$ cat src/rtl/ewc_pkg.sv
package ewc_pkg;
  typedef enum logic {
    ST_IDLE = 1'b0,
    ST_PROG = 1'b1
  } ewc_state_e;
endpackage

$ cat src/rtl/ewc_page_buf.sv
module ewc_page_buf #(
  parameter int PAGE_BYTES = 16,
  parameter int DATA_W     = 8,
  localparam int OFF_W     = $clog2(PAGE_BYTES)
) (
  input  logic              clk_i,
  input  logic              rst_ni,
  input  logic              clear_i,
  input  logic              load_i,
  input  logic [OFF_W-1:0]  load_off_i,
  input  logic              push_i,
  input  logic [DATA_W-1:0] push_data_i,
  input  logic [OFF_W-1:0]  rd_idx_i,
  output logic [DATA_W-1:0] rd_data_o,
  output logic              rd_vld_o,
  output logic              any_vld_o
);
  logic [DATA_W-1:0]     data_q [PAGE_BYTES];
  logic [PAGE_BYTES-1:0] vld_q;
  logic [OFF_W-1:0]      ptr_q;
  logic                  wr_en;

  assign wr_en = push_i && !clear_i && !load_i;

  always_ff @(posedge clk_i or negedge rst_ni) begin
    if (!rst_ni) begin
      vld_q <= '0;
      ptr_q <= '0;
    end else if (clear_i) begin
      vld_q <= '0;
    end else if (load_i) begin
      vld_q <= '0;
      ptr_q <= load_off_i;
    end else if (push_i) begin
      vld_q[ptr_q] <= 1'b1;
      ptr_q        <= ptr_q + 1'b1; // wraps inside the page
    end
  end

  always_ff @(posedge clk_i) begin
    if (wr_en) data_q[ptr_q] <= push_data_i;
  end

  assign rd_data_o = data_q[rd_idx_i];
  assign rd_vld_o  = vld_q[rd_idx_i];
  assign any_vld_o = |vld_q;
endmodule

$ cat src/rtl/ewc_timer.sv
module ewc_timer #(
  parameter int TICKS = 625000,
  localparam int CNT_W = (TICKS > 1) ? $clog2(TICKS) : 1
) (
  input  logic             clk_i,
  input  logic             rst_ni,
  input  logic             run_i,
  output logic [CNT_W-1:0] cnt_o,
  output logic             last_o
);
  logic [CNT_W-1:0] cnt_q;

  always_ff @(posedge clk_i or negedge rst_ni) begin
    if (!rst_ni)     cnt_q <= '0;
    else if (!run_i) cnt_q <= '0;
    else             cnt_q <= cnt_q + 1'b1;
  end

  assign cnt_o  = cnt_q;
  assign last_o = run_i && (cnt_q == CNT_W'(TICKS - 1));
endmodule

$ cat src/rtl/eeprom_wr_cycle_ctrl.sv
module eeprom_wr_cycle_ctrl
  import ewc_pkg::*;
#(
  parameter int ADDR_W     = 11,
  parameter int DATA_W     = 8,
  parameter int PAGE_BYTES = 16,
  parameter int WR_TICKS   = 625000
) (
  input  logic              clk_i,
  input  logic              rst_ni,
  input  logic              cmd_wr_i,
  input  logic [ADDR_W-1:0] word_addr_i,
  input  logic              byte_vld_i,
  input  logic [DATA_W-1:0] byte_data_i,
  input  logic              stop_i,
  input  logic              wp_i,
  input  logic              addr_match_i,
  output logic              addr_ack_o,
  output logic              busy_o,
  output logic              arr_we_o,
  output logic [ADDR_W-1:0] arr_addr_o,
  output logic [DATA_W-1:0] arr_data_o
);
  localparam int OFF_W = $clog2(PAGE_BYTES);
  localparam int PG_W  = ADDR_W - OFF_W;
  localparam int CNT_W = (WR_TICKS > 1) ? $clog2(WR_TICKS) : 1;

  ewc_state_e        state_q;
  logic [PG_W-1:0]   pg_q;
  logic              idle, commit, discard;
  logic [CNT_W-1:0]  cnt;
  logic              last;
  logic [OFF_W-1:0]  scan_idx;
  logic              in_burst;
  logic [DATA_W-1:0] rd_data;
  logic              rd_vld, any_vld;

  assign idle    = (state_q == ST_IDLE);
  assign commit  = idle && stop_i && any_vld && !wp_i;
  assign discard = idle && stop_i && !commit;

  always_ff @(posedge clk_i or negedge rst_ni) begin
    if (!rst_ni) begin
      state_q <= ST_IDLE;
      pg_q    <= '0;
    end else begin
      if (idle && cmd_wr_i) pg_q <= word_addr_i[ADDR_W-1:OFF_W];
      case (state_q)
        ST_IDLE: if (commit) state_q <= ST_PROG;
        ST_PROG: if (last)   state_q <= ST_IDLE;
        default:             state_q <= ST_IDLE;
      endcase
    end
  end

  ewc_timer #(.TICKS(WR_TICKS)) u_timer (
    .clk_i  (clk_i),
    .rst_ni (rst_ni),
    .run_i  (!idle),
    .cnt_o  (cnt),
    .last_o (last)
  );

  // burst reuses the cycle timer as the scan index
  assign scan_idx = cnt[OFF_W-1:0];
  assign in_burst = !idle && (32'(cnt) < PAGE_BYTES);

  ewc_page_buf #(.PAGE_BYTES(PAGE_BYTES), .DATA_W(DATA_W)) u_buf (
    .clk_i       (clk_i),
    .rst_ni      (rst_ni),
    .clear_i     (discard || last),
    .load_i      (idle && cmd_wr_i),
    .load_off_i  (word_addr_i[OFF_W-1:0]),
    .push_i      (idle && byte_vld_i),
    .push_data_i (byte_data_i),
    .rd_idx_i    (scan_idx),
    .rd_data_o   (rd_data),
    .rd_vld_o    (rd_vld),
    .any_vld_o   (any_vld)
  );

  assign busy_o     = !idle;
  assign addr_ack_o = addr_match_i && idle;
  assign arr_we_o   = in_burst && rd_vld;
  assign arr_addr_o = {pg_q, scan_idx};
  assign arr_data_o = rd_data;
endmodule

$ cat config.mk
export PLATFORM = sky130hd
export DESIGN_NAME = eeprom_wr_cycle_ctrl
export DESIGN_NICKNAME = d
export VERILOG_FILES = /design/src/rtl/ewc_pkg.sv /design/src/rtl/ewc_page_buf.sv /design/src/rtl/ewc_timer.sv /design/src/rtl/eeprom_wr_cycle_ctrl.sv
export SDC_FILE = /design/constraint.sdc
export NUM_CORES = 1
export LEC_CHECK = 0
export BUFFER_PORTS_ARGS = -buffer_cell sky130_fd_sc_hd__buf_2
export CORE_MARGIN = 2
export CORE_UTILIZATION = 40
export DETAILED_ROUTE_END_ITERATION = 7
export PLACE_DENSITY = 0.7
export SYNTH_ARGS = -nofsm -noshare
export SYNTH_HDL_FRONTEND = slang
export SYNTH_HIERARCHICAL = 1
export SYNTH_SLANG_ARGS = --single-unit
$ cat constraint.sdc
create_clock -name clk_i -period 2.3 [get_ports clk_i]
set_input_delay 0.115 -clock clk_i [delete_from_list [all_inputs] [get_ports clk_i]]
set_output_delay 0.115 -clock clk_i [all_outputs]
set_load 0.005 [all_outputs]
==> results of run 1 <==
## layer usage
| metal | vias to the layer above | track usage (%) | wire length (um) |
|---|---|---|---|
| met5 | - | 0 | 0 |
| met4 | 0 | 6.53 | 336 |
| met3 | 27 | 3.08 | 646 |
| met2 | 118 | 30.8 | 9150 |
| met1 | 2320 | 22.1 | 6840 |
| li1 | 2006 | - | - |
## cell usage after synthesis (all sizes together), types with 2 or more instances
library cell	number
edfxtp	128
dfrtp	48
mux4	36
nor2	29
a22oi	20
nand2	20
a21o	11
nor4	11
a21oi	10
buf	10
o21ai	10
clkbuf	9
nand4	8
nor3	8
xnor2	8
inv	7
mux2	7
or3	7
nand3	6
o21a	6
ha	5
nand2b	4
nand4bb	4
nor2b	4
or4	4
nor4b	3
o31ai	3
and2	2
and2b	2
clkdlybuf4s25	2
mux2i	2
xor2	2
## worst reg2reg max path, stage by stage (launching register included)
cell       delay [ps]
dfrtp_2           440
ha_1              230
nand2_1           140
nor4_4             70
a31o_2            270
nand4bb_4         360
nor3_4            290
buf_12            160
## worst max-delay path by stage
stage                                           from                            end  slack [ps]  cells after the start
after floorplan                     busy_o$_DFF_PN0_    u_buf/vld_q[12]$_DFFE_PN0P_          40                      9
after global placement    u_timer/cnt_o[0]$_DFF_PN0_  u_buf/data_q[12][7]$_DFFE_PP_        -120                      6
after detailed placement  u_timer/cnt_o[0]$_DFF_PN0_  u_buf/data_q[15][3]$_DFFE_PP_        -240                      6
after CTS                 u_timer/cnt_o[0]$_DFF_PN0_  u_buf/data_q[12][7]$_DFFE_PP_        -210                      6
after global routing      u_timer/cnt_o[0]$_DFF_PN0_                       arr_we_o        -130                      8
final                     u_timer/cnt_o[0]$_DFF_PN0_                       arr_we_o        -110                      8
## flip-flops by register name (all words and copies together) (netlist names)
| register | flops |
|---|---|
| busy_o | 1 |
| u_buf/vld_q | 16 |
| pg_q | 7 |
| u_buf/ptr_q | 4 |
| u_buf/data_q | 128 |
| u_timer/cnt_o | 20 |
## area by class of cell
type,count,area share [%]
multi-input combinational,237,26.1
inverter,8,0.331
clock buffer,18,4.54
clock inverter,14,1.88
sequential,176,53.3
tap,229,3.03
timing repair buffer,125,10.8
## power by group through the flow
| stage | clock [mW] | sequential (mW) | combinational (mW) |
|---|---|---|---|
| 6_report | 2.93 | 3.44 | 0.139 |
| 5_1_grt | 3.11 | 3.43 | 0.152 |
| 4_1_cts | 2.97 | 3.43 | 0.134 |
| 3_5_place_dp | 0 | 3.50 | 0.115 |
| 3_3_place_gp | 0 | 3.50 | 0.110 |
| 2_1_floorplan | 0 | 3.49 | 0.0245 |
## cell usage in the layout (no fill, tap or decap), types with 6 or more instances in the layout
cell | Yosys | final
a21o_1 | 11 | 11
a21oi_1 | 10 | 10
a22oi_1 | 20 | 6
a22oi_2 | 0 | 14
buf_2 | 4 | 46
buf_4 | 2 | 48
buf_6 | 3 | 8
clkbuf_16 | 0 | 17
dfrtp_1 | 48 | 47
dlygate4sd3_1 | 0 | 14
edfxtp_1 | 128 | 128
inv_1 | 7 | 7
mux2_2 | 7 | 7
mux4_1 | 14 | 8
mux4_2 | 22 | 28
nand2_1 | 20 | 16
nand4_1 | 7 | 7
nor2_1 | 29 | 16
nor2_4 | 0 | 12
nor4_1 | 11 | 7
o21a_1 | 6 | 6
o21ai_0 | 10 | 10
or3_1 | 7 | 7
xnor2_1 | 8 | 8
## through the flow
stage	instance area (sq um)	total power, mW	TNS, ps
final	9460	6.50	-209
after global placement	8150	3.61	-8180
after detailed placement	8150	3.61	-19440
after floorplan	7410	3.52	0
after CTS	9180	6.54	-20360
after global routing	9460	6.70	-1060
## logic make-up (layout without fill, tap and decap cells)
kind of cell / Yosys count / in the layout / synth area share, %
flip-flops: 176 / 176 / 68.3
multiplexers: 45 / 45 / 13.0
AO/OA/AOI/OAI: 62 / 62 / 5.62
buffers and inverters: 29 / 165 / 2.47
XOR/XNOR: 10 / 10 / 1.19
AND/OR/NAND/NOR: 115 / 115 / 8.55
adder cells (fa/ha/maj): 5 / 5 / 0.847
## timing repair
action,4_1_cts,5_1_grt
gates cloned,2,0
gates resized for setup,44,41
endpoints found under the hold margin,45,0
endpoints found under the setup margin,152,154
pin swaps,9,14
setup buffers,11,5
hold buffers,14,0
==> metrics, run 1 <==
crit path time final about 2400 ps; HPWL Detailed 10700 um; Gate power share approximately 2.1%; initial antenna violation count 0; FF+latch area 5050 sq um; Initial Util 41.0%; EDFF count, synth around 130; Clk pin slew, worst setup/hold paths 60 ps; drt pass-1 iters 5; Final Max Slew Viols 0; average size of a mapped cell ~17 sq um; Synth area leader edfxtp_1; cell row count 49; Seq/Total Area, Yosys 68.3%; GP Congestion 0.816; CP max stage delay 600 ps; slowest CP cell mux4_1; gr usage total roughly 18%; CP required roughly 2200 ps; Die ar. 19600 sq um; Layout area overhead 28.1%; relative slew slack 44.6%; NetSw 1.31 mW; Yosys reg bits 176; RSZ-0062 raised after global routing true; grt ovf 0; Clock Sinks between 150 and 200; clock power share about 45%; Post-layout nets 596; I/O pins 48; Max Cap Viol 0; placed cell count 743; worst path bufs/invs 2; FF-to-FF setup slack 60 ps; failing checks setup timing; share of the synthesized area in the top cell type 52.0%; Max IR drop VDD around 680 uV; Worst EP arrival 2290 ps; vias in the first global route between 4000 and 5000; Syn Nets about 470; Synth Instances around 440; FMAX approximately 0.42 GHz; Pleak 3.54 nW; WHS Path Cells 1; port bufs 47; # diodes 0; H-tree depth 4; Finished Core Util 52.5%; internal power 5.20 mW; R2R cell count 7; Synth area leaders edfxtp_1 (52%), dfrtp_1 (16%), mux4_2 (6.7%), mux4_1 (5.0%), a22oi_1 (2.0%); DR DRC count 0; area of the multi-input gates between 2000 and 2500 sq um; Final ANT Viol Nets 0; CTS tree yes; setup violators final 6; Cell Count, Final, Fillers Out 807; largest net degree at the start of global routing 40; R2R Path End u_buf/data_q[3][3]$_DFFE_PP_; Least-Margin Pin Slew 831 ps; family with the most delay on the worst path multiplexers; Synth Flop Type edfxtp_1; setup ws final -110 ps; Mapped Area 7390 sq um; Async S/R FF share, synth 27.3%; DIE HEIGHT ~140 um; pre-CTS WS -242 ps; pwr dens ~700 nW/um^2; Clock Tree Root clkbuf_16; sequential power share between 50% and 60%; routed len/inst 21.0 um; final hold violations 0; hold worst-path end u_buf/data_q[8][6]$_DFFE_PP_; Synth cell types 45; share of cells above drive strength 1 38.9%; Via Count 4471; Num CTS Buffers 17; CP Capture Type output port; global-route wire length before repair 25800 um; Min Hold Slack 93.3 ps; CP max FO 8; Core ar. between 15000 and 20000 sq um; kind of start point of the critical path flop; Hold Path Origin byte_data_i[6]; 1st-iter DRT viols 470; Yosys warning total 6; Switching Fraction between 20 and 25%; WS Path Type flop to output port; Die W 140 um; Hold Path Class input pin to flop; Setup Skew 8.77 ps; final worst-path cycle share 105%; Worst-Skew Late Latency about 430 ps; clk buf depth 2; Via-to-Cell Ratio 5.54; Cell Chain, Critical Path buf_12 > mux4_1 > a22oi_2 > nand2_2 > nor4b_4 > nand4_1 > nor2_1 > buf_2; WL final 17000 um; outcome finished with violations; FILL cells ~1400; reg2reg start u_timer/cnt_o[0]$_DFF_PN0_
Note: power is estimated with default switching activity, not from simulation.
==> run 2, diff against run 1 <==
Settings changed: SETUP_SLACK_MARGIN from default to 0.15.
==> metrics, run 2 (synthesis results as in run 1) <==
Pleak around 3.8 nW; DR DRC count 0; final hold violations 0; Core ar. 18000 sq um; Area after DPL 8230 sq um; Cell Chain, Critical Path buf_8 > buf_12 > mux4_2 > a22oi_1 > nand2_2 > nor4b_4 > nand4_1 > nor2_1 > buf_2; Post-layout nets 640; Via Count 4792; # diodes 0; Die W 140 um; Max Cap Viol 0; DIE HEIGHT 140 um; CP required 2180 ps; WL final 19100 um; clk buf depth 2; most frequent cells in the layout edfxtp_1 (128), buf_4 (57), buf_2 (46), dfrtp_1 (46); final worst-path cycle share 105%; largest reg by FF count u_buf/data_q; Min Hold Slack between 30 and 40 ps; I/O pins 48; final std cell area, no fill 9920 sq um; CP max FO 5; port bufs 47; Setup Skew 8.78 ps; Clock Sinks 176; pre-CTS WS -264 ps; Max IR drop VDD 511 uV; WS Path Type flop to output port; CP Capture Type output port; H-tree depth 4; Hold Path Class input pin to flop; setup ws final -125 ps; Layout area overhead 34.3%; largest net degree at the start of global routing 40; RSZ-0062 raised after global routing true; vias in the first global route 4801; placed cell count ~760; Die ar. 19600 sq um; 1st-iter DRT viols 371; Least-Margin Pin Slew 785 ps; Worst-Skew Late Latency 430 ps; crit path time final 2430 ps; commonest non-fill, non-tap cell in the layout edfxtp_1; Worst EP arrival 2310 ps; max reg flops 128; global-route wire length before repair ~28000 um; cell row count 49; routed len/inst about 22 um; Via-to-Cell Ratio 5.63; Initial Util 41.0%; Final Max Slew Viols 0; CTS tree yes; Clk pin slew, worst setup/hold paths 60 ps; initial antenna violation count 0; CP max stage delay 520 ps; grt ovf 0; Cell Count, Final, Fillers Out between 800 and 900; share of cells above drive strength 1 between 40% and 50%; relative slew slack between 40% and 50%; FMAX roughly 0.4 GHz; gr usage total 18.9%; Clock Tree Root clkbuf_16; HPWL Detailed about 11000 um; drt pass-1 iters 4; outcome finished with violations; slowest CP cell mux4_2; kind of start point of the critical path flop; Final ANT Viol Nets 0; Num CTS Buffers 17; pwr dens 625 nW/um^2; GP Congestion 0.856; setup violators final 34; failing checks setup timing
==> run 2: cell count changes in the layout (fill, tap and decap cells not counted), sizes merged <==
cell	delta
buf	+38
clkbuf	+8
inv	-6
nor2	+6
bufinv	-2
clkinv	+2
dlygate4sd3	-2
==> run 2: repair_timing <==
| item | CTS | global route |
|---|---|---|
| endpoints found under the hold margin | 43 | 0 |
| setup endpoints to repair | 156 | 150 |
| buffers inserted | 17 | 22 |
| pin swaps | 33 | 24 |
| hold buffers | 12 | 0 |
| resized for setup | 98 | 44 |
| gates cloned | 4 | 9 |
==> run 2: metrics by stage <==
| stage | power, mW | TNS [ps] | util [%] |
|---|---|---|---|
| floorplan | 3.52 | 0 | - |
| global placement | 3.60 | -11950 | 45.6 |
| detailed placement | 3.61 | -20740 | 45.6 |
| CTS | 6.22 | -306 | 52.7 |
| global route | 6.38 | -4010 | 55.0 |
| finish | 6.20 | -1090 | 55.0 |
==> run 2: metal layers <==
layer	GRT usage, %	vias to the layer above	routed length (um)
li1	-	2094	-
met1	24.9	2475	7760
met2	31.4	201	9790
met3	5.03	22	1290
met4	5.21	0	269
met5	0	-	0
==> run 2: area by class of cell <==
class                   instances  area [sq um]
clock buffers                  24           462
clock inverters                 8          66.3
fillers                      1417          8100
inverters                       8          31.3
multi-input cells             243          2570
flip-flops and latches        176          5050
well taps                     229           287
repair buffers                163          1460
==> run 2: worst paths after layout <==
check | from | endpoint | slack [ps] | cells after the start
max in group asynchronous | rst_ni | u_buf/vld_q[9]$_DFFE_PN0P_ | 1280 | 3
worst min register to register | pg_q[4]$_DFFE_PN0P_ | pg_q[4]$_DFFE_PN0P_ | 510 | 1
min in group asynchronous | rst_ni | pg_q[2]$_DFFE_PN0P_ | 290 | 2
worst min-delay path | word_addr_i[0] | u_buf/ptr_q[0]$_DFFE_PN0P_ | 30 | 3
worst max register to register | u_buf/vld_q[1]$_DFFE_PN0P_ | u_buf/data_q[7][1]$_DFFE_PP_ | -60 | 10
worst max-delay path | u_timer/cnt_o[0]$_DFF_PN0_ | arr_we_o | -130 | 9
==> run 2: worst max-delay path: cells and delay by family, from the launching register on <==
kind                   cells  cell delay (ps)
AOI/OAI and AO/OA          1              220
buffers and inverters      3              380
DFF                        1              370
muxes                      1              520
and+or+nand+nor            4              400
==> run 2: report_power, final <==
part           total [mW]  switching [mW]  leakage (nW)  internal [mW]
clock                2.62            1.12         0.259           1.50
combinational       0.139          0.0910          1.71         0.0479
sequential           3.44          0.0194          1.79           3.42
